## config.mk

```make
export PLATFORM = sky130hd
export DESIGN_NAME = smb_reg_slave
export DESIGN_NICKNAME = d
export VERILOG_FILES = /design/src/rtl/smb_slave_pkg.sv /design/src/rtl/smb_line_sync.sv /design/src/rtl/smb_reg_bank.sv /design/src/rtl/smb_xfer_fsm.sv /design/src/rtl/smb_reg_slave.sv
export SDC_FILE = /design/constraint.sdc
export NUM_CORES = 1
export LEC_CHECK = 0
export ABC_AREA = 1
export BUFFER_PORTS_ARGS = -buffer_cell sky130_fd_sc_hd__buf_2
export CAP_MARGIN = 0
export CORE_AREA = 3 3 105 107
export CTS_BUF_LIST = sky130_fd_sc_hd__clkbuf_4 sky130_fd_sc_hd__clkbuf_8 sky130_fd_sc_hd__clkbuf_16
export DETAILED_ROUTE_END_ITERATION = 12
export DIE_AREA = 0 0 108 110
export PLACE_DENSITY = 0.8
export SYNTH_ARGS = -nofsm -noshare
export SYNTH_HDL_FRONTEND = slang
export SYNTH_HIERARCHICAL = 1
export SYNTH_SLANG_ARGS = --single-unit
```

## constraint.sdc

```tcl
create_clock -name clk_i -period 2.5 [get_ports clk_i]
set_clock_uncertainty 0.2 [all_clocks]
set_input_delay 0 -clock clk_i [delete_from_list [all_inputs] [get_ports clk_i]]
set_output_delay 0 -clock clk_i [all_outputs]
set_load 0.01 [all_outputs]
```

## src/rtl/smb_slave_pkg.sv

```systemverilog
package smb_slave_pkg;
  typedef enum logic [2:0] {
    ST_IDLE,
    ST_ADDR,
    ST_CMD,
    ST_WDATA,
    ST_ACK,
    ST_RDATA,
    ST_RACK
  } smb_state_e;
endpackage

```

## src/rtl/smb_line_sync.sv

```systemverilog
module smb_line_sync #(
  parameter int STAGES = 2
) (
  input  logic clk_i,
  input  logic rst_ni,
  input  logic scl_i,
  input  logic sda_i,
  output logic scl_o,
  output logic sda_o,
  output logic scl_rise_o,
  output logic scl_fall_o,
  output logic start_o,
  output logic stop_o
);
  logic [STAGES-1:0] scl_sr, sda_sr;
  logic scl_q, sda_q;

  always_ff @(posedge clk_i or negedge rst_ni) begin
    if (!rst_ni) begin
      scl_sr <= '1;
      sda_sr <= '1;
      scl_q  <= 1'b1;
      sda_q  <= 1'b1;
    end else begin
      scl_sr <= {scl_sr[STAGES-2:0], scl_i};
      sda_sr <= {sda_sr[STAGES-2:0], sda_i};
      scl_q  <= scl_o;
      sda_q  <= sda_o;
    end
  end

  assign scl_o      = scl_sr[STAGES-1];
  assign sda_o      = sda_sr[STAGES-1];
  assign scl_rise_o = scl_o & ~scl_q;
  assign scl_fall_o = ~scl_o & scl_q;
  // data edges while clock stays high
  assign start_o    = scl_o & scl_q & sda_q & ~sda_o;
  assign stop_o     = scl_o & scl_q & ~sda_q & sda_o;
endmodule

```

## src/rtl/smb_reg_bank.sv

```systemverilog
module smb_reg_bank #(
  parameter int                  NREG    = 8,
  parameter int                  IDX_W   = 6,
  parameter logic [NREG*8-1:0]   RST_VAL = '1
) (
  input  logic               clk_i,
  input  logic               rst_ni,
  input  logic               wr_en_i,
  input  logic [IDX_W-1:0]   wr_idx_i,
  input  logic [7:0]         wr_data_i,
  input  logic [IDX_W-1:0]   rd_idx_i,
  output logic [7:0]         rd_data_o,
  output logic [NREG*8-1:0]  regs_o
);
  for (genvar g = 0; g < NREG; g++) begin : g_reg
    logic [7:0] q;
    always_ff @(posedge clk_i or negedge rst_ni) begin
      if (!rst_ni) q <= RST_VAL[g*8 +: 8];
      else if (wr_en_i && (wr_idx_i == IDX_W'(g))) q <= wr_data_i;
    end
    assign regs_o[g*8 +: 8] = q;
  end

  // unmatched indices fall through to zero
  always_comb begin
    rd_data_o = 8'h00;
    for (int i = 0; i < NREG; i++) begin
      if (rd_idx_i == IDX_W'(i)) rd_data_o = regs_o[i*8 +: 8];
    end
  end
endmodule

```

## src/rtl/smb_xfer_fsm.sv

```systemverilog
module smb_xfer_fsm
  import smb_slave_pkg::*;
#(
  parameter logic [7:0] ADDR_LO = 8'hD2,
  parameter logic [7:0] ADDR_HI = 8'hDC,
  parameter int         OFFS_W  = 5
) (
  input  logic              clk_i,
  input  logic              rst_ni,
  input  logic              sda_s_i,
  input  logic              scl_rise_i,
  input  logic              scl_fall_i,
  input  logic              start_i,
  input  logic              stop_i,
  input  logic              addr_sel_i,
  input  logic              cs_strap_i,
  input  logic [7:0]        rd_data_i,
  output logic              sda_oe_o,
  output logic              wr_en_o,
  output logic [OFFS_W:0]   wr_idx_o,
  output logic [7:0]        wr_data_o,
  output logic [OFFS_W:0]   rd_idx_o,
  output smb_state_e        state_o
);
  smb_state_e        state_q, after_q;
  logic [2:0]        bitcnt_q;
  logic              got8_q;
  logic [7:0]        shreg_q;
  logic              oe_q;
  logic [OFFS_W:0]   ptr_q;
  logic              cmd_ok_q, byte_mode_q, byte_done_q, host_ack_q;
  logic              wr_en_q;
  logic [OFFS_W:0]   wr_idx_q;
  logic [7:0]        wr_data_q;

  logic addr_hit, cs_hit;
  assign addr_hit = shreg_q[7:1] == (addr_sel_i ? ADDR_HI[7:1] : ADDR_LO[7:1]);
  assign cs_hit   = shreg_q[6:5] == (cs_strap_i ? 2'b10 : 2'b01);

  // saturating index step
  function automatic logic [OFFS_W:0] bump(input logic [OFFS_W:0] p);
    return (&p) ? p : p + {{OFFS_W{1'b0}}, 1'b1};
  endfunction

  always_ff @(posedge clk_i or negedge rst_ni) begin
    if (!rst_ni) begin
      state_q     <= ST_IDLE;
      after_q     <= ST_IDLE;
      bitcnt_q    <= '0;
      got8_q      <= 1'b0;
      shreg_q     <= '0;
      oe_q        <= 1'b0;
      ptr_q       <= '0;
      cmd_ok_q    <= 1'b0;
      byte_mode_q <= 1'b0;
      byte_done_q <= 1'b0;
      host_ack_q  <= 1'b0;
      wr_en_q     <= 1'b0;
      wr_idx_q    <= '0;
      wr_data_q   <= '0;
    end else begin
      wr_en_q <= 1'b0;
      if (start_i) begin
        state_q  <= ST_ADDR;
        bitcnt_q <= '0;
        got8_q   <= 1'b0;
        oe_q     <= 1'b0;
      end else if (stop_i) begin
        state_q  <= ST_IDLE;
        oe_q     <= 1'b0;
        cmd_ok_q <= 1'b0;
      end else begin
        unique case (state_q)
          ST_ADDR, ST_CMD, ST_WDATA: begin
            if (scl_rise_i) begin
              shreg_q  <= {shreg_q[6:0], sda_s_i};
              bitcnt_q <= bitcnt_q + 3'd1;
              if (bitcnt_q == 3'd7) got8_q <= 1'b1;
            end else if (scl_fall_i && got8_q) begin
              got8_q  <= 1'b0;
              state_q <= ST_IDLE;  // no acknowledge unless accepted below
              case (state_q)
                ST_ADDR: begin
                  if (addr_hit) begin
                    if (!shreg_q[0]) begin
                      oe_q     <= 1'b1;
                      state_q  <= ST_ACK;
                      after_q  <= ST_CMD;
                      cmd_ok_q <= 1'b0;
                    end else if (cmd_ok_q) begin
                      oe_q    <= 1'b1;
                      state_q <= ST_ACK;
                      after_q <= ST_RDATA;
                    end
                  end
                end
                ST_CMD: begin
                  if (cs_hit) begin
                    oe_q        <= 1'b1;
                    state_q     <= ST_ACK;
                    after_q     <= ST_WDATA;
                    cmd_ok_q    <= 1'b1;
                    byte_mode_q <= shreg_q[7];
                    byte_done_q <= 1'b0;
                    ptr_q       <= shreg_q[7] ? {1'b0, shreg_q[OFFS_W-1:0]} : '0;
                  end
                end
                ST_WDATA: begin
                  if (!(byte_mode_q && byte_done_q)) begin
                    oe_q        <= 1'b1;
                    state_q     <= ST_ACK;
                    after_q     <= ST_WDATA;
                    wr_en_q     <= 1'b1;
                    wr_idx_q    <= ptr_q;
                    wr_data_q   <= shreg_q;
                    ptr_q       <= bump(ptr_q);
                    byte_done_q <= 1'b1;
                  end
                end
                default: ;
              endcase
            end
          end
          ST_ACK: begin
            if (scl_fall_i) begin
              state_q  <= after_q;
              bitcnt_q <= '0;
              got8_q   <= 1'b0;
              if (after_q == ST_RDATA) begin
                shreg_q <= rd_data_i;
                oe_q    <= ~rd_data_i[7];
                ptr_q   <= bump(ptr_q);
              end else begin
                oe_q <= 1'b0;
              end
            end
          end
          ST_RDATA: begin
            if (scl_rise_i) begin
              bitcnt_q <= bitcnt_q + 3'd1;
              if (bitcnt_q == 3'd7) got8_q <= 1'b1;
            end else if (scl_fall_i) begin
              if (got8_q) begin
                got8_q  <= 1'b0;
                oe_q    <= 1'b0;
                state_q <= ST_RACK;
              end else begin
                oe_q    <= ~shreg_q[6];
                shreg_q <= {shreg_q[6:0], 1'b0};
              end
            end
          end
          ST_RACK: begin
            if (scl_rise_i) begin
              host_ack_q <= ~sda_s_i;
            end else if (scl_fall_i) begin
              if (host_ack_q) begin
                state_q  <= ST_RDATA;
                bitcnt_q <= '0;
                shreg_q  <= rd_data_i;
                oe_q     <= ~rd_data_i[7];
                ptr_q    <= bump(ptr_q);
              end else begin
                state_q <= ST_IDLE;
              end
            end
          end
          default: ;
        endcase
      end
    end
  end

  assign sda_oe_o  = oe_q;
  assign wr_en_o   = wr_en_q;
  assign wr_idx_o  = wr_idx_q;
  assign wr_data_o = wr_data_q;
  assign rd_idx_o  = ptr_q;
  assign state_o   = state_q;
endmodule

```

## src/rtl/smb_reg_slave.sv

```systemverilog
module smb_reg_slave
  import smb_slave_pkg::*;
#(
  parameter int                NREG        = 8,
  parameter int                OFFS_W      = 5,
  parameter int                SYNC_STAGES = 2,
  parameter logic [7:0]        ADDR_LO     = 8'hD2,
  parameter logic [7:0]        ADDR_HI     = 8'hDC,
  parameter logic [NREG*8-1:0] RST_VAL     = '1
) (
  input  logic               clk_i,
  input  logic               rst_ni,
  input  logic               scl_i,
  input  logic               sda_i,
  output logic               sda_oe_o,
  input  logic               addr_sel_i,
  input  logic               cs_strap_i,
  output logic [NREG*8-1:0]  regs_o
);
  localparam int PTR_W = OFFS_W + 1;

  logic scl_s, sda_s, scl_rise, scl_fall, bus_start, bus_stop;
  logic             wr_en;
  logic [PTR_W-1:0] wr_idx, rd_idx;
  logic [7:0]       wr_data, rd_data;
  smb_state_e       state;

  smb_line_sync #(.STAGES(SYNC_STAGES)) i_sync (
    .clk_i      (clk_i),
    .rst_ni     (rst_ni),
    .scl_i      (scl_i),
    .sda_i      (sda_i),
    .scl_o      (scl_s),
    .sda_o      (sda_s),
    .scl_rise_o (scl_rise),
    .scl_fall_o (scl_fall),
    .start_o    (bus_start),
    .stop_o     (bus_stop)
  );

  smb_xfer_fsm #(
    .ADDR_LO (ADDR_LO),
    .ADDR_HI (ADDR_HI),
    .OFFS_W  (OFFS_W)
  ) i_fsm (
    .clk_i      (clk_i),
    .rst_ni     (rst_ni),
    .sda_s_i    (sda_s),
    .scl_rise_i (scl_rise),
    .scl_fall_i (scl_fall),
    .start_i    (bus_start),
    .stop_i     (bus_stop),
    .addr_sel_i (addr_sel_i),
    .cs_strap_i (cs_strap_i),
    .rd_data_i  (rd_data),
    .sda_oe_o   (sda_oe_o),
    .wr_en_o    (wr_en),
    .wr_idx_o   (wr_idx),
    .wr_data_o  (wr_data),
    .rd_idx_o   (rd_idx),
    .state_o    (state)
  );

  smb_reg_bank #(
    .NREG    (NREG),
    .IDX_W   (PTR_W),
    .RST_VAL (RST_VAL)
  ) i_bank (
    .clk_i     (clk_i),
    .rst_ni    (rst_ni),
    .wr_en_i   (wr_en),
    .wr_idx_i  (wr_idx),
    .wr_data_i (wr_data),
    .rd_idx_i  (rd_idx),
    .rd_data_o (rd_data),
    .regs_o    (regs_o)
  );
endmodule

```

Yosys cells after proc, flatten, opt, wreduce, memory -nomap -nowiden

Cells that the tools add are included.

Register bits after elaboration: 114
Bits of input ports: 6
Output and inout bits: 65
Logic and storage cells: 257

Add/subtract/negate cells: 2
Equal/unequal tests: 67
Muxes and demuxes: 108
Bitwise logic cells: 17
Reductions and logical operators: 37

Operators with widths:

| kind                                                                  | number |
|---|---|
| 8-bit two-way mux                                                     | 17 |
| 3-bit two-way mux                                                     | 29 |
| 6-bit two-way mux                                                     | 10 |
| 6-bit by 3-bit equality test with 1-bit output, second input constant | 8 |
| 1-bit two-way mux                                                     | 38 |
| 8-bit case mux with 4 select lines                                    | 1 |
| 3-bit case mux with 3 select lines                                    | 3 |
| 6-bit by 2-bit equality test with 1-bit output, second input constant | 4 |
| 4-bit by 3-bit != test with 1-bit output, second input constant       | 6 |
| 7-bit AND reduction                                                   | 3 |
| 2-bit by 1-bit != test with 1-bit output, second input constant       | 9 |
| 3-bit by 2-bit != test with 1-bit output, second input constant       | 6 |
| 6-bit case mux with 3 select lines                                    | 1 |
| 8-bit AND reduction                                                   | 2 |
| 3-bit equality test, second input constant                            | 5 |
| 2-bit != test, second input constant                                  | 7 |
| 14-bit AND reduction                                                  | 1 |
| 13-bit AND reduction                                                  | 1 |
| 6-bit by 1-bit equality test with 1-bit output, second input constant | 2 |
| 6-bit logical NOT                                                     | 2 |
| 3-bit != test, second input constant                                  | 4 |
| 4-bit != test, second input constant                                  | 3 |
| 3-bit case mux with 4 select lines                                    | 1 |
| 6-bit case mux with 2 select lines                                    | 1 |
| 32 further kinds                                                      | 67 |

Depth between registers and ports, before layout

Gate-level depths: netlist of the first run.

Depth in word-level cells: 16
Gate-level depth with buffers: 14
Mapped depth without buffers: 13

Modules after synthesis

The synthesis of the first run kept the hierarchy.

Modules (own cells, without submodules):

| module        | instances | cells each | area each (um^2) | seq. area each (um^2) |
|---|---|---|---|---|
| smb_reg_bank  | 1         | 356        | 3133.0           | 1681.6 |
| smb_xfer_fsm  | 1         | 376        | 2677.6           | 1101.1 |
| smb_line_sync | 1         | 17         | 198.9            | 157.7 |

Worst setup path before layout of the first run

No wires, ideal clock.

Kind: reg-to-reg
Start point: register i_sync.sda_sr[1]
End point: register i_fsm.shreg_q[6]
Setup time: 0.117 ns
Arrival time: 1.640 ns
Required time: 2.183 ns
Path slack: 0.543 ns
Stages on the path, launching flop included: 12
Buffers on the path: 2
Period minus slack after synthesis: 1.957 ns
Cells stage by stage: dfstp_2 > inv_1 > nand2_1 > nor2_1 > nor2_1 > clkbuf_1 > nand2_1 > a21oi_1 > buf_4 > nand2_4 > nand2_1 > nand2_1

Longest elaborated chain between the ends: 4
Elaborated cells between the ends (all ways): 6
Classes of those cells: bitwise (5); reduce/logical (1)

Ends and longest elaborated chain:

| what                           | RTL line            | text |
|---|---|---|
| from (decl)                    | smb_line_sync.sv:15 | `logic [STAGES-1:0] scl_sr, sda_sr;` |
| from (signal assigned)         | smb_line_sync.sv:26 | `sda_sr <= {sda_sr[STAGES-2:0], sda_i};` |
| 1-bit inverter                 | smb_line_sync.sv:37 | `assign start_o = scl_o & scl_q & sda_q & ~sda_o;` |
| 1-bit bitwise AND              | smb_line_sync.sv:37 |  |
| named net bus_start            | smb_reg_slave.sv:22 | `logic scl_s, sda_s, scl_rise, scl_fall, bus_start, bus_stop;` |
| 1-bit inverter (no line)       | n/a                 |  |
| 12-bit AND reduction (no line) | n/a                 |  |
| to (signal assigned)           | smb_xfer_fsm.sv:76  | `shreg_q <= {shreg_q[6:0], sda_s_i};` |
| to (signal assigned)           | smb_xfer_fsm.sv:130 | `shreg_q <= rd_data_i;` |
| to (signal assigned)           | smb_xfer_fsm.sv:149 | `shreg_q <= {shreg_q[6:0], 1'b0};` |
| to (decl)                      | smb_xfer_fsm.sv:28  | `logic [7:0] shreg_q;` |

The timed path passes the listed nets, and every way through them passes these cells.
A chain may end at the register's enable or synchronous reset.

Worst setup path in the final report of the first run

Start point: register i_fsm.ptr_q[0] (netlist: i_fsm/rd_idx_o[0])
End point: register i_fsm.oe_q (netlist: i_fsm/sda_oe_o)

Longest elaborated chain between the ends: 16
Elaborated cells between the ends (all ways): 25
Classes of those cells: eq/ne (7); mux (16); bitwise (1); reduce/logical (1)

Ends and longest elaborated chain:

| what                                   | RTL line                                 | text |
|---|---|---|
| from (decl)                            | smb_xfer_fsm.sv:30                       | `logic [OFFS_W:0] ptr_q;` |
| from (signal assigned)                 | smb_xfer_fsm.sv:105                      | `ptr_q <= shreg_q[7] ? {1'b0, shreg_q[OFFS_W-1:0]} : '0;` |
| from (signal assigned)                 | smb_xfer_fsm.sv:116                      | `ptr_q <= bump(ptr_q);` |
| from (signal assigned)                 | smb_xfer_fsm.sv:132                      | `ptr_q <= bump(ptr_q);` |
| 6-bit logical NOT                      | smb_reg_bank.sv:28                       | `if (rd_idx_i == IDX_W'(i)) rd_data_o = regs_o[i*8 +: 8];` |
| 8-bit two-way mux (7 in series)        | smb_reg_bank.sv:28                       |  |
| 8-bit two-way mux (*)                  | smb_reg_bank.sv:28                       |  |
| named net rd_data[7]                   | smb_reg_slave.sv:25                      | `logic [7:0] wr_data, rd_data;` |
| 1-bit inverter (*)                     | smb_xfer_fsm.sv:131, smb_xfer_fsm.sv:161 |  |
| 1-bit two-way mux                      | smb_xfer_fsm.sv:157                      | `if (host_ack_q) begin` |
| 1-bit two-way mux                      | smb_xfer_fsm.sv:156                      | `end else if (scl_fall_i) begin` |
| 1-bit two-way mux                      | smb_xfer_fsm.sv:154                      | `if (scl_rise_i) begin` |
| 1-bit case mux with 4 select lines (*) | smb_xfer_fsm.sv:73                       | `unique case (state_q)` |
| 1-bit two-way mux (*)                  | smb_xfer_fsm.sv:68                       | `end else if (stop_i) begin` |
| 1-bit two-way mux (*)                  | smb_xfer_fsm.sv:63                       | `if (start_i) begin` |
| to (signal assigned)                   | smb_xfer_fsm.sv:131                      | `oe_q <= ~rd_data_i[7];` |
| to (signal assigned)                   | smb_xfer_fsm.sv:148                      | `oe_q <= ~shreg_q[6];` |
| to (signal assigned)                   | smb_xfer_fsm.sv:161                      | `oe_q <= ~rd_data_i[7];` |
| to (decl)                              | smb_xfer_fsm.sv:29                       | `logic oe_q;` |

Mark *: on every way through the listed nets, which the timed path passes. The rest lies on a longest branch. The select of a mux whose other input is x is not followed.

==> run metrics, run 1 <==
1st-pass router iterations=5; Place WS=~0.21 ns; Mapped Area=6010 µm²; fin util=70.3%; Core Area=10200 µm²; die area=11900 µm²; CTS Buf Count=17; synthesized instance count=749; Area Overhead vs Synth=19.7%; area share of fa/ha/maj cells after synthesis=0.625%; minimum hold slack=0.157 ns; sequential area share after synthesis=48.9%; fraction of layout cells with a size suffix above 1=28.1%; Pwr per Cell Area=around 730 nW/µm²; Compound-Gate Fraction of Synth Area=around an eighth; Routed WL=17200 µm; Clock Pin Slew Worst Setup and Hold Paths=0.06 ns; first-pass GRT wire length=27900 µm; RSZ-0062 raised after global routing=no; multiplexer area fraction after synthesis=0%; CTS Root Cell=clkbuf_8; Max-cap violations=0; H-tree Lvls=4; Worst Tran Pin Value=0.802 ns; FF/Latch Area=2940 µm²; Reg2Reg Launch Point=i_fsm/rd_idx_o[0]$_DFFE_PN0P_; Final Slew Violations=0; Tmin final=2.33 ns; area of the multi-input gates=2680 µm²; HP Class=reg2reg; Final WS setup=0.172 ns; Crit path required time=2.71 ns; Max FO, Critical Path=9; Initial Util=58.7%; Worst setup EP type=register; # DRC=0; CTS tree=done; commonest non-fill, non-tap cell in the layout=nand2_1; antenna viol nets, final=0; R2R setup slack=0.17 ns; Max-slew headroom=46.4%; worst setup path start=i_fsm/rd_idx_o[0]$_DFFE_PN0P_; IO buf count=70; latest clock arrival within the worst-skew pair=around 0.52 ns; Setup TNS=0 ns; placed instance count=roughly 950; vias in the first global route=5459; mean post-synth cell area=8.02 µm²; Die H=110 µm; Setup violations, final=0; post-synthesis cell type count=36; largest family of logic cells by synthesized area=simple AND/OR/NAND/NOR gates; Max VDD drop=0.740 mV; dpl hpwl=12200 µm; FILL cells=between 800 and 900; most frequent cells in the layout=231 x nand2_1, 70 x dfstp_2, 69 x buf_2, 63 x inv_1; DR vias/cell=5.74; clock buffer depth=2; Final period util=93.1%; status=completed; # rows=37; ant diodes=0; DRC violation total after the first TritonRoute iteration=546; GRT Util Overall=a little under a third; Vias=5675; Synthesized Nets=758; CP endpoint=i_fsm/sda_oe_o$_DFFE_PN0P_; fmax=429 MHz; warnings from Yosys=6; Reg-to-Reg End=i_fsm/sda_oe_o$_DFFE_PN0P_; CTS Sinks=114; Overflow after GRT=0; Final Net Count=~850; Post-CTS Setup Repair Bufs=0; xor and xnor fraction of the mapped netlist area=0.146%; largest net degree at the start of global routing=between 50 and 60; antenna violations before repair=0; Worst Path Arrival=2.54 ns; final hold vios=0; CP Class=reg2reg; P_leak=3.31 nW; Die W=around 110 µm; Non-Filler Instances=988; io pins=71; register bit total from synthesis=114; Avg WL per Cell=17.4 µm; Worst setup SP type=register; Post-Synth Simple-Gate Area=slightly above 30%; reg2reg path depth=12; Placer Congestion=between 0.9 and 1
[registers in the layout, indices dropped and copies added, names as in the netlist, 3 cells and up]
register and flops:
i_fsm/state_o 3, i_fsm/wr_data_o 8, i_bank/g.q 64, i_fsm/shreg_q 8, i_fsm/wr_idx_o 6, i_fsm/bitcnt_q 3, i_fsm/rd_idx_o 6, i_fsm/after_q 3
[timing repair]
action                                  CTS  global route
endpoints found under the hold margin   121             0
endpoints found under the setup margin    0             2
resized for setup                         0             2
hold buffers                              9             0
[area by class of cell]
class | count | share of cell area [%]
timing repair buffer | 91 | 7.59
clock buffer | 19 | 6.14
tap | 136 | 2.37
sequential | 114 | 40.9
multi-input combinational | 544 | 37.2
inverter | 71 | 3.71
clock inverter | 13 | 2.09
[synth_stat cells]
| cell | count | area share [%] |
|---|---|---|
| inv_2 | 8 | 0.50 |
| o22ai_1 | 1 | 0.10 |
| nand3_2 | 4 | 0.67 |
| nand4_2 | 1 | 0.21 |
| a21oi_1 | 7 | 0.58 |
| o211ai_1 | 5 | 0.62 |
| nor3_4 | 1 | 0.27 |
| dfrtp_1 | 44 | 18 |
| dfstp_2 | 70 | 31 |
| buf_2 | 6 | 0.50 |
| clkbuf_1 | 6 | 0.37 |
| inv_1 | 63 | 3.9 |
| o21bai_1 | 9 | 1.1 |
| o21ai_2 | 12 | 1.7 |
| ha_1 | 3 | 0.62 |
| nor3_1 | 4 | 0.33 |
| nand2_2 | 8 | 0.83 |
| buf_1 | 1 | 0.062 |
| a31oi_1 | 1 | 0.10 |
| o21ai_0 | 56 | 4.7 |
| o2111ai_1 | 1 | 0.15 |
| nor3_2 | 1 | 0.17 |
| o31ai_1 | 1 | 0.12 |
| nor2_2 | 7 | 0.73 |
| nor2_1 | 49 | 3.1 |
| o21a_1 | 1 | 0.12 |
| xor2_1 | 1 | 0.15 |
| buf_4 | 1 | 0.12 |
| nand4_1 | 27 | 2.8 |
| nand2_1 | 231 | 14 |
| nand3_1 | 56 | 4.7 |
| nor2_4 | 8 | 1.5 |
| nand2_4 | 3 | 0.56 |
| nor4_4 | 1 | 0.35 |
| o21ai_1 | 45 | 3.7 |
| buf_6 | 6 | 1.1 |
[critical path: stages (launching register included)]
cell,delay (ns)
dfrtp_1,0.52
nor2_1,0.26
nand2_2,0.12
nor2_2,0.28
nand2_1,0.08
nand3_1,0.16
o21bai_1,0.11
nand4_1,0.09
inv_1,0.07
nand3_1,0.09
a31oi_1,0.09
nand3_1,0.10
nand2_1,0.05
[kinds of logic (layout without fill, tap and decap cells)]
family                   after synthesis  count (layout)
buffers and inverters                 91             194
AND/OR/NAND/NOR                      401             401
adder cells (fa/ha/maj)                3               3
flip-flops                           114             114
XOR/XNOR                               1               1
AO/OA/AOI/OAI                        139             139
[metal layers]
metal / up-vias / global-route usage [%] / wire (µm)
met3: 33 / 7.51 / 1150
met1: 2771 / 42.6 / 7640
met4: 0 / 9.92 / 334
li1: 2654 / - / -
met5: - / 0 / 0
met2: 217 / 48.1 / 8100
[worst min path at each step]
stage	startpoint	endpoint	slack, ns	cells past startpoint
after global placement	rst_ni	i_fsm/wr_idx_o[5]$_DFFE_PN0P_	-0.23	1
after floorplan	rst_ni	i_fsm/after_q[0]$_DFFE_PN0P_	-0.50	0
final	i_sync/sda_sr[0]$_DFF_PN1_	i_sync/sda_sr[1]$_DFF_PN1_	0.16	0
after detailed placement	rst_ni	i_fsm/wr_idx_o[5]$_DFFE_PN0P_	-0.23	1
after global routing	i_sync/sda_sr[0]$_DFF_PN1_	i_sync/sda_sr[1]$_DFF_PN1_	0.16	0
after CTS	i_sync/sda_sr[0]$_DFF_PN1_	i_sync/sda_sr[1]$_DFF_PN1_	0.16	0
[metrics by stage]
step	total power [mW]	instance area [µm²]
CTS	5.25	7190
floorplan	2.59	6010
global placement	2.83	6500
global route	5.46	7190
finish	5.25	7190
detailed placement	2.85	6500
[report_power, final]
group / switching (mW) / internal, mW
logic: 0.561 / 0.222
registers: 0.133 / 1.94
clock network: 0.904 / 1.49
Power figures use the tool's default switching activity.
==> run 2: changes to the inputs <==
--- a/config.mk
+++ b/config.mk
@@ -8,10 +8,10 @@
 export ABC_AREA = 1
 export BUFFER_PORTS_ARGS = -buffer_cell sky130_fd_sc_hd__buf_2
 export CAP_MARGIN = 0
-export CORE_AREA = 3 3 105 107
+export CORE_AREA = 2 2 104 106
 export CTS_BUF_LIST = sky130_fd_sc_hd__clkbuf_4 sky130_fd_sc_hd__clkbuf_8 sky130_fd_sc_hd__clkbuf_16
 export DETAILED_ROUTE_END_ITERATION = 12
-export DIE_AREA = 0 0 108 110
+export DIE_AREA = 0 0 106 108
 export PLACE_DENSITY = 0.8
 export SYNTH_ARGS = -nofsm -noshare
 export SYNTH_HDL_FRONTEND = slang
==> run metrics, run 2 (synthesized netlist as in run 1, its figures left out) <==
cts repair resizes=0 (unchanged); Worst Tran Pin Value=0.541 ns (-0.261 ns); Largest register FFs=64 (unchanged); Setup TNS=0 ns (unchanged); first-pass GRT wire length=27100 µm (-2.8%); CTS Buf Count=17 (unchanged); sequential share of power=38.6% (-0.9 points); Setup violations, final=0 (unchanged); DR vias/cell=5.72 (-0.41%); Die H=108 µm (-1.8%); clock buffer depth=2 (unchanged); Worst setup SP type=register; RSZ-0062 raised after global routing=no; Core Area=10200 µm² (unchanged); Initial Util=58.7% (unchanged); Power Internal=3.79 mW (+3.6%); largest net degree at the start of global routing=38 (-34%); failing checks=negative hold slack; Die W=106 µm (-1.9%); switching share of power=28.7% (-1.7 points); P_leak=3.33 nW (+0.80%); # DRC=0 (unchanged); Avg WL per Cell=17.2 µm (-1.5%); minimum hold slack=-0.00702 ns (-0.164 ns); CTS tree=done; Final period util=90.8% (-2.3 points); Pwr per Cell Area=735 nW/µm² (+0.69%); Overflow after GRT=0 (unchanged); io pins=71 (unchanged); commonest non-fill, non-tap cell in the layout=nand2_1; gr busiest metal=met2; M2 GR Usage=45.8% (-2.4 points); Placer Congestion=0.981 (+0.69%); Clock Pin Slew Worst Setup and Hold Paths=0.06 ns (about the same); fin util=70.6% (+0.26 points); antenna viol nets, final=0 (unchanged); Routed WL=17000 µm (-1.5%); IO buf count=70 (unchanged); Final Net Count=850 (+0.24%); die area=11400 µm² (-3.6%); dpl hpwl=12000 µm (-1.3%); fmax=440 MHz (+2.5%); Max-slew headroom=63.7% (+17 points); CTS Sinks=114 (unchanged); P_sw=1.52 mW (-4.7%); M1 GR Usage=44.6% (+1.9 points); ant diodes=0 (unchanged); vias in the first global route=5234 (-4.1%); fraction of layout cells with a size suffix above 1=28.1% (unchanged); Max-cap violations=0 (unchanged); M3 GR Usage=7.41% (-0.099 points); clock network power share=45.9% (+0.4 points); GRT Util Overall=30.8% (about the same); CTS Root Cell=clkbuf_8; status=finished, violations left; final hold vios=18 (+18); Tmin final=2.27 ns (-0.0573 ns); Vias=5652 (-0.41%); latest clock arrival within the worst-skew pair=0.53 ns (about the same); antenna violations before repair=0 (unchanged); Max VDD drop=0.595 mV (-20%); Top reg by flops=i_bank/g.q; CP Class=reg2reg; most frequent cells in the layout=231 x nand2_1, 70 x dfstp_2, 69 x buf_2, 63 x inv_1; HP Class=in2async; Post-CTS Setup Repair Bufs=0 (unchanged); Worst Path Arrival=2.53 ns (about the same); FILL cells=835 (+0.97%); Worst setup EP type=register; Final Slew Violations=0 (unchanged); 1st-pass router iterations=6 (+1); Max FO, Critical Path=24 (+15); logic gate share of total power=15.5% (+0.6 points); H-tree Lvls=4 (unchanged); Area Overhead vs Synth=20.1%; # rows=37 (unchanged); DRC violation total after the first TritonRoute iteration=646 (+18%); Crit path required time=2.76 ns (+0.05 ns)
==> run 2: final timing paths <==
check                                              start                          endpoint  slack, ns  cells past startpoint
setup / recovery           i_fsm/rd_idx_o[5]$_DFFE_PN0P_        i_fsm/sda_oe_o$_DFFE_PN0P_       0.23                     11
min in group clk_i            i_sync/sda_sr[0]$_DFF_PN1_        i_sync/sda_sr[1]$_DFF_PN1_       0.16                      0
hold reg to reg               i_sync/sda_sr[0]$_DFF_PN1_        i_sync/sda_sr[1]$_DFF_PN1_       0.16                      0
setup reg to reg           i_fsm/rd_idx_o[5]$_DFFE_PN0P_        i_fsm/sda_oe_o$_DFFE_PN0P_       0.23                     11
hold / removal                                    rst_ni  i_bank/g_reg[0].q[4]$_DFFE_PN1P_     -0.007                      2
max in group asynchronous                         rst_ni     i_fsm/wr_idx_o[0]$_DFFE_PN0P_       1.56                      3
==> run 2: cell type report <==
cell class                      instances  area, µm²  area share [%]
Clock buffer                           25        552            7.64
Clock inverter                          5       60.1           0.832
Inverter                               71        267            3.69
Multi-Input combinational cell        544       2670            37.0
Sequential cell                       114       2940            40.7
Tap cell                              136        170            2.36
Timing Repair Buffer                   93        558            7.73
==> run 2: critical path, cell delays in order, from the launching register on <==
cell and delay (ns):
dfrtp_1 0.57, nor2_4 0.09, buf_4 0.23, nand4_1 0.11, nand3_1 0.15, o21bai_1 0.22
nand4_1 0.12, inv_1 0.09, nand3_1 0.09, a31oi_1 0.14, nand3_1 0.10, nand2_1 0.08
==> run 2: power groups by stage <==
stage,registers (mW),clock network [mW],logic (mW)
2_1_floorplan,2.06,0,0.529
4_1_cts,2.05,2.45,0.808
3_3_place_gp,2.07,0,0.780
5_1_grt,2.07,2.55,0.919
3_5_place_dp,2.07,0,0.792
6_report,2.05,2.44,0.824
==> run 2: routing by layer <==
metal | routed length, µm | share of wire [%]
met5 | 0 | 0
met4 | 338 | 2.0
met3 | 1470 | 8.7
met2 | 7700 | 45
met1 | 7450 | 44
==> run 2: repair_timing <==
item                       CTS  global route
setup endpoints to repair    0             0
hold buffers                 8             0
hold endpoints to repair   121             0
==> run 2: metrics by stage <==
step | std cells | worst slack [ns] | total power, mW | hold slack [ns] | instance area [µm²]
final | 988 | 0.229 | 5.31 | -0.00702 | 7220
after global routing | 988 | 0.0276 | 5.54 | 0.0197 | 7220
after CTS | 988 | 0.262 | 5.30 | 0.00147 | 7220
after detailed placement | 950 | 0.293 | 2.87 | -0.273 | 6530
after global placement | 950 | 0.312 | 2.85 | -0.280 | 6530
after floorplan | 749 | 0.543 | 2.59 | -0.496 | 6010
